**config.mk**
```make
export PLATFORM = sky130hd
export DESIGN_NAME = invoke_relay
export DESIGN_NICKNAME = d
export VERILOG_FILES = /design/src/rtl/relay_pkg.sv /design/src/rtl/relay_watchdog.sv /design/src/rtl/relay_endpoint.sv /design/src/rtl/invoke_relay.sv
export SDC_FILE = /design/constraint.sdc
export NUM_CORES = 1
export LEC_CHECK = 0
export ABC_CLOCK_PERIOD_IN_PS = 3300
export BUFFER_PORTS_ARGS = -buffer_cell sky130_fd_sc_hd__clkbuf_2
export CORE_MARGIN = 2
export CORE_UTILIZATION = 45
export DETAILED_ROUTE_END_ITERATION = 8
export HOLD_SLACK_MARGIN = 0.12
export PLACE_DENSITY = 0.79
export SYNTH_ARGS = -nofsm -noshare
export SYNTH_HDL_FRONTEND = slang
export SYNTH_HIERARCHICAL = 1
export SYNTH_SLANG_ARGS = --single-unit
```
**constraint.sdc**
```tcl
create_clock -name clk -period 3.3 [get_ports clk]
set_input_delay 0.165 -clock clk [delete_from_list [all_inputs] [get_ports clk]]
set_output_delay 0.165 -clock clk [all_outputs]
set_load 0.05 [all_outputs]
```
**src/rtl/relay_pkg.sv**
```systemverilog
package relay_pkg;

    typedef enum logic [2:0] {
        ST_IDLE,
        ST_CALL,
        ST_LOOKUP,
        ST_SETTLE,
        ST_DEAD
    } relay_state_e;

    typedef enum logic [1:0] {
        RSP_OK      = 2'd0,
        RSP_TIMEOUT = 2'd1,
        RSP_UNKNOWN = 2'd2
    } rsp_code_e;

    // width of a counter that must reach lim-1
    function automatic int unsigned ctr_width(input int unsigned lim);
        return (lim < 2) ? 1 : $clog2(lim);
    endfunction

endpackage

```
**src/rtl/relay_watchdog.sv**
```systemverilog
module relay_watchdog
    import relay_pkg::*;
#(
    parameter int unsigned TO_CYC = 16
) (
    input  logic clk,
    input  logic rst,
    input  logic run,
    input  logic ack,
    output logic expire
);
    localparam int unsigned CW = ctr_width(TO_CYC);
    localparam logic [CW-1:0] LAST = CW'(TO_CYC - 1);

    logic [CW-1:0] cnt;

    always_ff @(posedge clk) begin
        if (rst || !run || ack) begin
            cnt <= '0;
        end else if (cnt != LAST) begin
            cnt <= cnt + 1'b1;
        end
    end

    assign expire = run && !ack && (cnt == LAST);

    // the controller must drop the request once the window is spent
    p_run_stops_r4: assert property (@(posedge clk) disable iff (rst)
        expire |=> !run);

endmodule

```
**src/rtl/relay_endpoint.sv**
```systemverilog
module relay_endpoint
    import relay_pkg::*;
#(
    parameter int unsigned ADDR_W  = 16,
    parameter logic [ADDR_W-1:0] INIT_ADDR = '0,
    parameter int unsigned UPD_CYC = 6
) (
    input  logic              clk,
    input  logic              rst,
    input  logic              load,
    input  logic [ADDR_W-1:0] new_addr,
    output logic [ADDR_W-1:0] addr,
    output logic              settled
);
    localparam int unsigned CW = ctr_width(UPD_CYC);
    localparam logic [CW-1:0] LAST = CW'(UPD_CYC - 1);

    logic [ADDR_W-1:0] addr_q;
    logic [CW-1:0]     cnt;
    logic              busy;

    always_ff @(posedge clk) begin
        if (rst) begin
            addr_q <= INIT_ADDR;
            busy   <= 1'b0;
            cnt    <= '0;
        end else if (load) begin
            addr_q <= new_addr;
            busy   <= 1'b1;
            cnt    <= '0;
        end else if (busy) begin
            if (cnt == LAST) begin
                busy <= 1'b0;
            end else begin
                cnt <= cnt + 1'b1;
            end
        end
    end

    assign addr    = addr_q;
    assign settled = busy && (cnt == LAST);

    p_addr_hold_r7: assert property (@(posedge clk) disable iff (rst)
        !load |=> $stable(addr));

    p_settle_once_r6: assert property (@(posedge clk) disable iff (rst)
        settled && !load |=> !settled);

endmodule

```
**src/rtl/invoke_relay.sv**
```systemverilog
module invoke_relay
    import relay_pkg::*;
#(
    parameter int unsigned ADDR_W  = 16,
    parameter int unsigned METH_W  = 4,
    parameter int unsigned DATA_W  = 32,
    parameter int unsigned OID_W   = 8,
    parameter int unsigned TO_CYC  = 16,
    parameter int unsigned UPD_CYC = 6,
    parameter logic [ADDR_W-1:0] SRV_ADDR_INIT = ADDR_W'(16'h0100),
    parameter logic [ADDR_W-1:0] LOC_ADDR      = ADDR_W'(16'h00F0),
    parameter logic [OID_W-1:0]  OBJ_ID        = OID_W'(8'h2A)
) (
    input  logic              clk,
    input  logic              rst,
    input  logic              cli_valid,
    output logic              cli_ready,
    input  logic [METH_W-1:0] cli_meth,
    input  logic [DATA_W-1:0] cli_arg,
    output logic              cli_rsp_valid,
    output logic [1:0]        cli_rsp_code,
    output logic [DATA_W-1:0] cli_rsp_data,
    output logic              bus_req,
    output logic [ADDR_W-1:0] bus_addr,
    output logic [METH_W-1:0] bus_meth,
    output logic [DATA_W-1:0] bus_arg,
    output logic              bus_cancel,
    input  logic              bus_ack,
    input  logic [DATA_W-1:0] bus_rdata,
    output logic              loc_req,
    output logic [ADDR_W-1:0] loc_addr,
    output logic [OID_W-1:0]  loc_oid,
    input  logic              loc_ack,
    input  logic              loc_err,
    input  logic [ADDR_W-1:0] loc_raddr,
    output logic              sched_exc
);
    typedef struct packed {
        logic [METH_W-1:0] meth;
        logic [DATA_W-1:0] arg;
    } call_t;

    relay_state_e      state;
    call_t             call_q;
    logic              replay_q;
    logic              rsp_valid_q;
    rsp_code_e         rsp_code_q;
    logic [DATA_W-1:0] rsp_data_q;
    logic              cancel_q;
    logic              exc_q;

    logic              expire;
    logic              ep_load;
    logic              ep_settled;
    logic [ADDR_W-1:0] ep_addr;

    relay_watchdog #(.TO_CYC(TO_CYC)) u_wdog (
        .clk    (clk),
        .rst    (rst),
        .run    (state == ST_CALL),
        .ack    (bus_ack),
        .expire (expire)
    );

    assign ep_load = (state == ST_LOOKUP) && loc_ack && !loc_err;

    relay_endpoint #(
        .ADDR_W    (ADDR_W),
        .INIT_ADDR (SRV_ADDR_INIT),
        .UPD_CYC   (UPD_CYC)
    ) u_ep (
        .clk      (clk),
        .rst      (rst),
        .load     (ep_load),
        .new_addr (loc_raddr),
        .addr     (ep_addr),
        .settled  (ep_settled)
    );

    always_ff @(posedge clk) begin
        if (rst) begin
            state       <= ST_IDLE;
            call_q      <= '0;
            replay_q    <= 1'b0;
            rsp_valid_q <= 1'b0;
            rsp_code_q  <= RSP_OK;
            rsp_data_q  <= '0;
            cancel_q    <= 1'b0;
            exc_q       <= 1'b0;
        end else begin
            rsp_valid_q <= 1'b0;
            cancel_q    <= 1'b0;
            case (state)
                ST_IDLE: begin
                    if (cli_valid) begin
                        call_q   <= '{meth: cli_meth, arg: cli_arg};
                        replay_q <= 1'b0;
                        state    <= ST_CALL;
                    end
                end
                ST_CALL: begin
                    if (bus_ack) begin
                        rsp_valid_q <= 1'b1;
                        rsp_code_q  <= RSP_OK;
                        rsp_data_q  <= bus_rdata;
                        state       <= ST_IDLE;
                    end else if (expire) begin
                        cancel_q <= 1'b1;
                        if (replay_q) begin
                            rsp_valid_q <= 1'b1;
                            rsp_code_q  <= RSP_TIMEOUT;
                            rsp_data_q  <= '0;
                            state       <= ST_IDLE;
                        end else begin
                            state <= ST_LOOKUP;
                        end
                    end
                end
                ST_LOOKUP: begin
                    if (loc_ack) begin
                        if (loc_err) begin
                            rsp_valid_q <= 1'b1;
                            rsp_code_q  <= RSP_UNKNOWN;
                            rsp_data_q  <= '0;
                            exc_q       <= 1'b1;
                            state       <= ST_DEAD;
                        end else begin
                            state <= ST_SETTLE;
                        end
                    end
                end
                ST_SETTLE: begin
                    if (ep_settled) begin
                        replay_q <= 1'b1;
                        state    <= ST_CALL;
                    end
                end
                ST_DEAD: begin
                    if (cli_valid) begin
                        rsp_valid_q <= 1'b1;
                        rsp_code_q  <= RSP_UNKNOWN;
                        rsp_data_q  <= '0;
                    end
                end
                default: state <= ST_IDLE;
            endcase
        end
    end

    assign cli_ready     = (state == ST_IDLE) || (state == ST_DEAD);
    assign cli_rsp_valid = rsp_valid_q;
    assign cli_rsp_code  = rsp_code_q;
    assign cli_rsp_data  = rsp_data_q;
    assign bus_req       = (state == ST_CALL);
    assign bus_addr      = ep_addr;
    assign bus_meth      = call_q.meth;
    assign bus_arg       = call_q.arg;
    assign bus_cancel    = cancel_q;
    assign loc_req       = (state == ST_LOOKUP);
    assign loc_addr      = LOC_ADDR;
    assign loc_oid       = OBJ_ID;
    assign sched_exc     = exc_q;

    p_req_hold_r2: assert property (@(posedge clk) disable iff (rst)
        bus_req && !bus_ack |=> bus_req || bus_cancel);

    p_ack_answers_r3: assert property (@(posedge clk) disable iff (rst)
        bus_req && bus_ack |=> cli_rsp_valid && (cli_rsp_code == 2'd0));

    p_cancel_after_req_r4: assert property (@(posedge clk) disable iff (rst)
        bus_cancel |-> $past(bus_req) && !bus_req);

    p_loc_hold_r5: assert property (@(posedge clk) disable iff (rst)
        loc_req && !loc_ack |=> loc_req);

    p_exc_sticky_r9: assert property (@(posedge clk) disable iff (rst)
        sched_exc |=> sched_exc);

    p_dead_quiet_r10: assert property (@(posedge clk) disable iff (rst)
        sched_exc |-> !bus_req && !loc_req);

    p_busy_client_r11: assert property (@(posedge clk) disable iff (rst)
        cli_valid && cli_ready && !sched_exc |=> !cli_ready);

endmodule

```
==> flow_summary.html <==
<table>
<tr><th>Metric</th><th>Value</th></tr>
<tr><th colspan="2">Synth</th></tr>
<tr><td>Number of synthesized flops with an enable pin</td><td>0</td></tr>
<tr><td>Proportion of synthesized chip area in sequential cells</td><td>0.497</td></tr>
<tr><td>Number of register bits inferred by synthesis</td><td>just over 100</td></tr>
<tr><td>Avg Inst Size Synth</td><td>approximately 9.9 um^2</td></tr>
<tr><td>Fraction of the mapped netlist area in compound gates</td><td>0.167</td></tr>
<tr><td>Fraction of synthesized area in multiplexers</td><td>0.0505</td></tr>
<tr><td>Share of synthesized cell area in and, or, nand and nor gates</td><td>0.168</td></tr>
<tr><td>Post-Synthesis Cells</td><td>slightly above 400</td></tr>
<tr><td>Cell variety after synth</td><td>53</td></tr>
<tr><td>Most common flop cell mapped by yosys</td><td>dfxtp_1</td></tr>
<tr><td>Xor/xnor cell area share of the yosys netlist</td><td>0.00215</td></tr>
<tr><td>Synthesis warning total</td><td>6</td></tr>
<tr><td>Summed instance area of the synthesized netlist</td><td>between 4000 and 5000 um^2</td></tr>
<tr><td>Post-synth ARST share</td><td>0</td></tr>
<tr><td>Adder and majority gate portion of the synthesized area</td><td>0.00923</td></tr>
<tr><td>Main combinational cell family by area after synthesis</td><td>simple AND/OR/NAND/NOR gates</td></tr>
<tr><th colspan="2">Place</th></tr>
<tr><td>Final Wtd Congestion</td><td>slightly above 0.9</td></tr>
<tr><td>Pre-CTS setup slack</td><td>between 500 and 600 ps</td></tr>
<tr><td># port buffers</td><td>181</td></tr>
<tr><td>Final HPWL from detailed placement</td><td>around 6500 um</td></tr>
<tr><td>Placed Area</td><td>about 4800 um^2</td></tr>
<tr><th colspan="2">Worst hold path</th></tr>
<tr><td>Start point of the worst hold path</td><td>bus_rdata[19]</td></tr>
<tr><td>Type of the worst min-delay path</td><td>in2reg</td></tr>
<tr><td>Instance count along the most critical hold path</td><td>4</td></tr>
<tr><td>End point of the most critical hold path</td><td>cli_rsp_data[19]</td></tr>
<tr><th colspan="2">Setup path</th></tr>
<tr><td>Destination of the worst register-to-register timing path</td><td>cli_rsp_data[31]</td></tr>
<tr><td>Source of the worst register-to-register timing path</td><td>state[0]</td></tr>
<tr><td>Required time at the worst-slack endpoint</td><td>3550 ps</td></tr>
<tr><td>Kind of start point of the critical path</td><td>register</td></tr>
<tr><td>Type of destination of the critical path</td><td>register</td></tr>
<tr><td>Arrival time of data at the critical path endpoint</td><td>approximately 3100 ps</td></tr>
<tr><td>Highest fanout seen on the critical path</td><td>33</td></tr>
<tr><td>Depth of the worst register-to-register path</td><td>7</td></tr>
<tr><td>Worst reg-to-reg setup slack</td><td>between 400 and 500 ps</td></tr>
<tr><td>Critical path type</td><td>reg2reg</td></tr>
<tr><th colspan="2">Power and ir drop</th></tr>
<tr><td>Ratio of total power to cell area</td><td>475 nW/um^2</td></tr>
<tr><td>Post-route total power</td><td>roughly 0.0028 W</td></tr>
<tr><td>Leakage power</td><td>around 2.7 nW</td></tr>
<tr><td>Largest vdd supply drop</td><td>0.228 mV</td></tr>
<tr><th colspan="2">Finish</th></tr>
<tr><td>Synth-to-layout area growth</td><td>43.4%</td></tr>
<tr><td>Layout cells sized above 1</td><td>0.335</td></tr>
<tr><td>Diode insertion count for antenna repair</td><td>0</td></tr>
<tr><td>Final design instance area without fill</td><td>5830 um^2</td></tr>
<tr><td>Number of nets in the layout</td><td>approximately 750</td></tr>
<tr><td>Final design utilization</td><td>0.665</td></tr>
<tr><td>Most common cell after layout, fill and taps aside</td><td>clkbuf_2</td></tr>
<tr><td>Highest-count cells in the layout ignoring fill and taps</td><td>clkbuf_2 (181), dfxtp_1 (101), dlygate4sd3_1 (84), nand2_1 (74), a21oi_1 (40)</td></tr>
<tr><th colspan="2">Clock tree</th></tr>
<tr><td>Number of levels in the clock H-tree</td><td>3</td></tr>
<tr><td>Postcts setup bufs</td><td>0</td></tr>
<tr><td>Largest buffer count on any clock path</td><td>2</td></tr>
<tr><td>Clock tree from TritonCTS</td><td>built</td></tr>
<tr><td>CTS clk-pin slew, worst paths</td><td>110 ps</td></tr>
<tr><td>CTS Buf Count</td><td>9</td></tr>
<tr><td>Root cell of the clock tree</td><td>clkbuf_8</td></tr>
<tr><td>Clock insertion delay at the later pin of the skew report</td><td>approximately 360 ps</td></tr>
<tr><td>Number of clock sinks</td><td>~100</td></tr>
<tr><th colspan="2">STA</th></tr>
<tr><td>Worst path setup slack after routing</td><td>around 460 ps</td></tr>
<tr><td>Minimum period implied by the final worst setup slack</td><td>2840 ps</td></tr>
<tr><td>Final hold violations</td><td>0</td></tr>
<tr><td>Aggregate negative setup slack</td><td>0 ps</td></tr>
<tr><td>Slew at the pin with the worst max-slew slack</td><td>between 1000 and 1500 ps</td></tr>
<tr><td>Max transition margin</td><td>0.280</td></tr>
<tr><td>Final setup skew</td><td>about 12 ps</td></tr>
<tr><td>Achievable Freq</td><td>roughly 350 MHz</td></tr>
<tr><td>Setup repair after global routing missed its margin</td><td>false</td></tr>
<tr><td>Number of setup violations in the final report</td><td>0</td></tr>
<tr><td>Max Slew Vio Count</td><td>0</td></tr>
<tr><td>Period Utilization, post-route</td><td>0.859</td></tr>
<tr><th colspan="2">Floorplanning</th></tr>
<tr><td>Vertical die dimension</td><td>roughly 100 um</td></tr>
<tr><td>Top-level I/O count</td><td>206</td></tr>
<tr><td>Core region area</td><td>about 8800 um^2</td></tr>
<tr><td>Standard-cell rows</td><td>34</td></tr>
<tr><td>Width of the die</td><td>roughly 100 um</td></tr>
<tr><td>Die Outline Area</td><td>around 10000 um^2</td></tr>
<tr><td>Initial core utilization</td><td>0.464</td></tr>
<tr><th colspan="2">Outcome</th></tr>
<tr><td>Run status</td><td>finished clean</td></tr>
<tr><th colspan="2">Drt</th></tr>
<tr><td>Antenna Violating Nets Remaining</td><td>0</td></tr>
<tr><td>Routed length per instance</td><td>13.8 um</td></tr>
<tr><td>Total length of routed wires</td><td>10700 um</td></tr>
<tr><td>DRT iter0 DRCs</td><td>between 80 and 90</td></tr>
<tr><td>1st-pass router iterations</td><td>4</td></tr>
<tr><td>Post-detailed-route via-to-cell ratio</td><td>roughly 5.0</td></tr>
<tr><td>Count of vias placed by the detailed router</td><td>around 3800</td></tr>
<tr><td>Total DRC errors in the routed layout</td><td>0</td></tr>
<tr><th colspan="2">Global routing</th></tr>
<tr><td>Number of global-route vias before repair</td><td>about 3700</td></tr>
<tr><td>Overall routing resource usage</td><td>0.214</td></tr>
<tr><td>Overflow left after global routing</td><td>0</td></tr>
<tr><td>Initial antenna violation count</td><td>0</td></tr>
<tr><td>Wire length of the first global-routing pass</td><td>between 15000 and 20000 um</td></tr>
<tr><td>Pin count of the biggest net entering global routing</td><td>41</td></tr>
<tr><th colspan="2">Run</th></tr>
<tr><td>Number of maximum-capacitance constraint violations</td><td>0</td></tr>
</table>
## metrics by stage
step,hold WS [ps],std cells
after floorplan,287,433
after global placement,376,674
after detailed placement,377,674
after CTS,170,774
after global routing,191,774
final,188,774
## critical path, stage by stage, from the launching register on
cell and delay, ps:
dfxtp_1 570, nor2b_1 260, and2_1 250, nor3b_1 440
nor4b_2 120, o21bai_2 320, a31oi_4 390, a22o_1 360
## power breakdown
part / switching (W) / leakage (nW) / internal, W / total (W)
clock: 0.000445 / 0.0910 / 0.000285 / 0.000731
sequential: 0.0000422 / 0.822 / 0.00129 / 0.00133
combinational: 0.000488 / 1.78 / 0.000221 / 0.000708
## cell type report
class,instances,area (um^2)
Clock buffer,9,124
Clock inverter,7,56.3
Fill cell,675,2930
Inverter,5,18.8
Multi-Input combinational cell,276,1700
Sequential cell,101,2020
Tap cell,108,135
Timing Repair Buffer,268,1770
## state kept, by name, summed over array words and instances (netlist names), 2 cells and up
register      cells
u_ep/cnt          3
u_ep/addr        16
cli_rsp_data     32
bus_meth          4
cli_rsp_code      2
u_wdog/cnt        4
bus_arg          32
state             3
## logic make-up (layout without fill, tap and decap cells)
kind of cell	after synthesis	after routing
flip-flops	101	101
buffers and inverters	56	289
AO/OA/AOI/OAI	93	93
XOR/XNOR	1	1
other	2	24
adder cells (fa/ha/maj)	3	3
AND/OR/NAND/NOR	135	135
multiplexers	20	20
## metal layers
layer	share of wire	GRT usage	wire, um
met4	0.020	0.0864	214
met2	0.53	0.406	5630
met5	0	0	0
met1	0.39	0.229	4140
met3	0.068	0.0461	733
## synth_stat cells (3+ instances only)
| cell | instances | share of area |
|---|---|---|
| nor2_1 | 22 | 0.020 |
| a22o_1 | 32 | 0.069 |
| clkbuf_1 | 4 | 0.0037 |
| buf_4 | 28 | 0.052 |
| buf_2 | 7 | 0.0086 |
| dfxtp_1 | 101 | 0.50 |
| a21oi_1 | 40 | 0.049 |
| ha_1 | 3 | 0.0092 |
| inv_1 | 4 | 0.0037 |
| and3_1 | 4 | 0.0062 |
| nor3_2 | 3 | 0.0074 |
| nor3_1 | 4 | 0.0049 |
| nand2_1 | 74 | 0.068 |
| nor3b_1 | 5 | 0.0092 |
| mux2i_1 | 16 | 0.039 |
| mux2_2 | 3 | 0.0083 |
| buf_6 | 11 | 0.030 |
## worst max path at each step
stage | startpoint | to | slack [ps] | cells after the start
2_1_floorplan | state[1] | u_ep/cnt[0] | 590 | 8
3_3_place_gp | state[0] | cli_rsp_data[30] | 660 | 7
3_5_place_dp | state[0] | cli_rsp_data[16] | 520 | 7
4_1_cts | state[0] | cli_rsp_data[22] | 520 | 7
5_1_grt | state[0] | cli_rsp_data[21] | 240 | 7
6_report | state[0] | cli_rsp_data[31] | 460 | 7
## what timing repair did
item / CTS / global route
hold buffers: 84 / 0
resized for setup: 0 / 0
endpoints found under the hold margin: 85 / 0
Note: power is estimated with default switching activity, not from simulation.
